===== config.mk =====
export PLATFORM = sky130hd
export DESIGN_NAME = banked_rf
export DESIGN_NICKNAME = d
export VERILOG_FILES = /design/src/rtl/banked_rf_pkg.sv /design/src/rtl/bank_resolve.sv /design/src/rtl/byte_store.sv /design/src/rtl/banked_rf.sv
export SDC_FILE = /design/constraint.sdc
export NUM_CORES = 1
export LEC_CHECK = 0
export BUFFER_PORTS_ARGS = -buffer_cell sky130_fd_sc_hd__buf_2
export CORE_MARGIN = 4
export CORE_UTILIZATION = 39
export CTS_BUF_LIST = sky130_fd_sc_hd__clkbuf_4
export DETAILED_ROUTE_END_ITERATION = 8
export GPL_TIMING_DRIVEN = 0
export PLACE_DENSITY = 0.59
export SLEW_MARGIN = 20
export SYNTH_ARGS = -nofsm -noshare
export SYNTH_HDL_FRONTEND = slang
export SYNTH_HIERARCHICAL = 1
export SYNTH_SLANG_ARGS = --single-unit

===== constraint.sdc =====
create_clock -name clk -period 6.5 [get_ports clk]
set_input_delay 0.325 -clock clk [delete_from_list [all_inputs] [get_ports clk]]
set_output_delay 0.325 -clock clk [all_outputs]
set_load 0.02 [all_outputs]

===== src/rtl/banked_rf_pkg.sv =====
package banked_rf_pkg;
  localparam int DATA_W   = 8;
  localparam int ADDR_W   = 6;
  localparam int BANK_W   = 2;
  localparam int SEL_ADDR = 4;

  typedef struct packed {
    logic hit_sel;
    logic hit_null;
  } target_t;
endpackage


===== src/rtl/bank_resolve.sv =====
module bank_resolve
  import banked_rf_pkg::*;
#(
  parameter int AW = ADDR_W,
  parameter int BW = BANK_W,
  parameter int IW = 8,
  parameter int SELA = SEL_ADDR
) (
  input  logic [AW-1:0]    addr,
  input  logic             ind,
  input  logic [BW-1:0]    bank,
  input  logic [AW-1:0]    ptr,
  output target_t          tgt,
  output logic [IW-1:0]    idx
);
  localparam int LOW = 2 ** (AW - 1);

  logic          use_ptr;
  logic [AW-1:0] eff;

  always_comb begin
    use_ptr      = ind || (addr == '0);
    eff          = use_ptr ? ptr : addr;
    tgt.hit_null = use_ptr && (ptr == '0);
    tgt.hit_sel  = !tgt.hit_null && (eff == AW'(SELA));
    if (eff[AW-1])
      idx = IW'(LOW) + IW'({bank, eff[AW-2:0]});
    else
      idx = IW'(eff);
  end
endmodule


===== src/rtl/byte_store.sv =====
module byte_store #(
  parameter int DW    = 8,
  parameter int DEPTH = 160,
  parameter int IW    = 8
) (
  input  logic          clk,
  input  logic          we,
  input  logic [IW-1:0] idx,
  input  logic [DW-1:0] wdata,
  output logic [DW-1:0] rdata
);
  logic [DW-1:0] mem [DEPTH];

  always_ff @(posedge clk) begin
    if (we) mem[idx] <= wdata;
  end

  assign rdata = mem[idx];
endmodule


===== src/rtl/banked_rf.sv =====
module banked_rf
  import banked_rf_pkg::*;
#(
  parameter int DW = DATA_W,
  parameter int AW = ADDR_W,
  parameter int BW = BANK_W
) (
  input  logic          clk,
  input  logic          rst_n,
  input  logic          req_valid,
  output logic          req_ready,
  input  logic          req_write,
  input  logic          req_ind,
  input  logic [AW-1:0] req_addr,
  input  logic [DW-1:0] req_wdata,
  output logic          rsp_valid,
  input  logic          rsp_ready,
  output logic [DW-1:0] rsp_rdata,
  input  logic          bank_set,
  input  logic [BW-1:0] bank_num
);
  localparam int LOW   = 2 ** (AW - 1);
  localparam int DEPTH = LOW + (2 ** BW) * LOW;
  localparam int IW    = $clog2(DEPTH);

  logic [DW-1:0] sel_q;
  target_t       tgt;
  logic [IW-1:0] idx;
  logic [DW-1:0] store_rd;
  logic [DW-1:0] rd_mux;
  logic          accept;
  logic          store_we;

  assign req_ready = !rsp_valid || rsp_ready;
  assign accept    = req_valid && req_ready;
  assign store_we  = accept && req_write && !tgt.hit_null && !tgt.hit_sel;

  bank_resolve #(.AW(AW), .BW(BW), .IW(IW), .SELA(SEL_ADDR)) u_resolve (
    .addr (req_addr),
    .ind  (req_ind),
    .bank (sel_q[DW-1 -: BW]),
    .ptr  (sel_q[AW-1:0]),
    .tgt  (tgt),
    .idx  (idx)
  );

  byte_store #(.DW(DW), .DEPTH(DEPTH), .IW(IW)) u_store (
    .clk   (clk),
    .we    (store_we),
    .idx   (idx),
    .wdata (req_wdata),
    .rdata (store_rd)
  );

  always_comb begin
    if (tgt.hit_null)     rd_mux = '0;
    else if (tgt.hit_sel) rd_mux = sel_q;
    else                  rd_mux = store_rd;
  end

  always_ff @(posedge clk or negedge rst_n) begin
    if (!rst_n) begin
      sel_q <= '0;
    end else begin
      if (accept && req_write && tgt.hit_sel) sel_q <= req_wdata;
      if (bank_set) sel_q[DW-1 -: BW] <= bank_num;
    end
  end

  always_ff @(posedge clk or negedge rst_n) begin
    if (!rst_n)                  rsp_valid <= 1'b0;
    else if (accept && !req_write) rsp_valid <= 1'b1;
    else if (rsp_ready)          rsp_valid <= 1'b0;
  end

  always_ff @(posedge clk) begin
    if (accept && !req_write) rsp_rdata <= rd_mux;
  end
endmodule


==> impl_metrics.ini <==
[worst_hold_path]
hold_end = u_store/mem[144][7]$_DFFE_PP_
hold_start = req_wdata[7]
hp-class = in2reg
hold_depth = 2

[run]
drv_cap = 0

[placement]
gp_congestion = 0.977
placed_area_mm2 = 0.0534
portBuffers = 31
hpwlAfterDp_um = 102000
dp.cells = 4233
dp_slack_ps = -557

[cells_and_area]
fin_cells = 4800
post-route-util_pct = 44.9
drive_gt1_share_pct = 29.7
multi_input_area_mm2 = 0.0111
fillers = 11010
num-nets-final = 2896
finish.instance_area_mm2 = 0.0576
regArea_mm2 = 0.0389
final_common_cell = edfxtp_1
area_growth_pct = 13.6
mostFrequentLayoutCells = edfxtp_1 (1288), clkbuf_4 (463), mux4_2 (274)

[floorplanning]
core_mm2 = 0.128
die_h_um = 368
rows = 131
initial_utilization_pct = 39.5
die_x_um = 368
pin_count = 33
design.die.area_mm2 = 0.136

[sta]
finalCriticalPeriod_ps = 6670
worst_slack_ps = -165
worstMarginPinSlew_ps = 1240
setup_viol = 28
slew_violations = 0
maxSlewHeadroom_pct = 17.6
clock_skew_ps = 107
finalSetupTns_ps = -2980
rsz0062_at_grt = true
period_share_pct = 103
max_freq_mhz = 150
hold_viol_final = 0

[synth]
synth_top_area_share_pct = 76.4
ys_ff_latch = 1297
synth_edf_count = 1288
ys_seq_area_share_pct = 76.8
synth_area_mm2 = 0.0507
async_flop_share_pct = 0.694
ys_warn_count = 6
syn_inst = 2455
synth_fp_nets = 2479
ys.flop_type = edfxtp_1
synth.distinct_cells = 58
yosys-top-cells-area = edfxtp_1 (76%), mux4_2 (12%), mux2i_1 (2.5%)
synth.largest_area_cell = edfxtp_1
synth_area_per_cell_um2 = 20.6

[clock_network]
htree_levels = 5
clkSinkCount = 1297
clk_latency_ps = 1260
cts_tree = built
path_clk_slew_ps = 70
numCtsBuffers = 335
cts_setup_buffers = 0
clockBufferDepth = 4
root_buffer = clkbuf_4

[worst_setup_path]
rrSetupSlack_ps = -170
path_class = reg2reg
slowest_delay_ps = 1000
cpMostUsedCell = clkbuf_1
crit_required_ps = 7320
crit_cells = 9
rr_worst_depth = 9
arrival_ps = 7490
r2r-end = u_store/mem[116][3]$_DFFE_PP_
path_delay_family = buffers and inverters
path_buf_inv = 5
timing.rr.start = sel_q[2]$_DFFE_PN0P_
cpMaxStageDelayCell = nor2_1
crit_path_end_kind = flip-flop
start_kind = flip-flop
crit_fanout = 10
crit_chain = inv_1 -> o21bai_1 -> buf_1 -> nor2b_1 -> clkbuf_1 -> clkbuf_1 -> clkbuf_1 -> nand3_1 -> nor2_1

[routing]
wl_met1_um = 59500
top_layer = met5
viasPerCell = 5.89
wl_met3_um = 15100
drt_iter0_drc = 3362
met2_length_um = 72200
ant_nets = 0
drc = 0
vias = 28258
drt_pass1_iterations = 5
drt-total-wl_um = 154000
wl_per_cell_um = 32.0

[status]
status = complete, but fails checks
violations = setup timing

[global_routing]
grtUsageTotal_pct = 22.6
grt_first_pass_wirelength_um = 214000
grt_pass1_vias = 29155
gr-total-overflow = 0
antenna_found_initial = 4
grt_max_degree = 102

[pwr]
powerDensity_mw_per_mm2 = 325
peakVddDrop_uv = 182
power.leakage_nw = 18.2
area by class of cell:
type | count | area share (%)
inverter | 15 | 0.0978
multi-input combinational | 1001 | 19.2
clock inverter | 63 | 0.524
sequential | 1297 | 67.6
timing repair buffer | 80 | 1.45
antenna | 10 | 0.0435
clock buffer | 463 | 6.04
tap | 1729 | 3.76
buffer | 142 | 1.27
routing by layer:
layer / vias up / track usage (%)
met5: - / 0.962
met4: 4 / 10.1
met3: 320 / 6.75
met2: 1665 / 35.3
met1: 15056 / 29.2
li1: 11213 / -
state kept, by name, indices dropped and copies added (netlist names):
signal	cells
rsp_rdata	8
rsp_valid	1
sel_q	8
u_store/mem	1280
metrics by stage:
step           hold slack (ps)  power [W]
2_1_floorplan             29.4     0.0110
3_3_place_gp               190     0.0123
3_5_place_dp               187     0.0124
4_1_cts                   12.5     0.0188
5_1_grt                   97.2     0.0194
6_report                   123     0.0187
cells in the mapped netlist (all sizes together) (5+ instances only):
cell type	number
mux2	14
o22ai	5
nor3	17
a21oi	60
buf	74
nand4	6
nand2	50
inv	15
o41ai	5
a211oi	11
nand3	51
a221oi	5
nand2b	7
and2	7
nor2b	23
edfxtp	1288
a22oi	108
clkbuf	68
dfrtp	9
nor2	175
o21ai	8
mux2i	128
mux4	281
worst max path at each step:
stage	from	end	slack, ps
6_report	sel_q[2]$_DFFE_PN0P_	u_store/mem[116][3]$_DFFE_PP_	-170
3_3_place_gp	req_addr[0]	rsp_rdata[2]$_SDFFCE_PP0P_	-590
4_1_cts	sel_q[2]$_DFFE_PN0P_	u_store/mem[4][4]$_DFFE_PP_	30
3_5_place_dp	req_addr[0]	u_store/mem[132][2]$_DFFE_PP_	-560
2_1_floorplan	req_addr[0]	rsp_rdata[6]$_SDFFCE_PP0P_	2990
5_1_grt	sel_q[2]$_DFFE_PN0P_	u_store/mem[20][4]$_DFFE_PP_	-140
logic make-up (layout without fill, tap and decap cells):
family,after synthesis,in the layout,share of synthesized area [%]
AOI/OAI and AO/OA,225,225,3.05
adders and majority gates,1,1,0.0247
buffers and inverters,157,763,1.53
DFF,1297,1297,76.8
muxes,423,423,15.4
other,0,10,0
and+or+nand+nor,352,352,3.17
power breakdown:
group / switching [W] / leakage, nW / total (W) / internal [W]
Sequential: 0.0000370 / 11.7 / 0.00927 / 0.00924
Clock: 0.00310 / 2.28 / 0.00642 / 0.00332
Combinational: 0.00196 / 4.19 / 0.00298 / 0.00102
Total: 0.00510 / 18.2 / 0.0187 / 0.0136
timing repair:
action | in CTS | in global routing
setup endpoints to repair | 16 | 36
resized for setup | 2 | 1
hold endpoints to repair | 1317 | 0
hold buffers | 31 | 0
(Power assumes the default switching activity.)
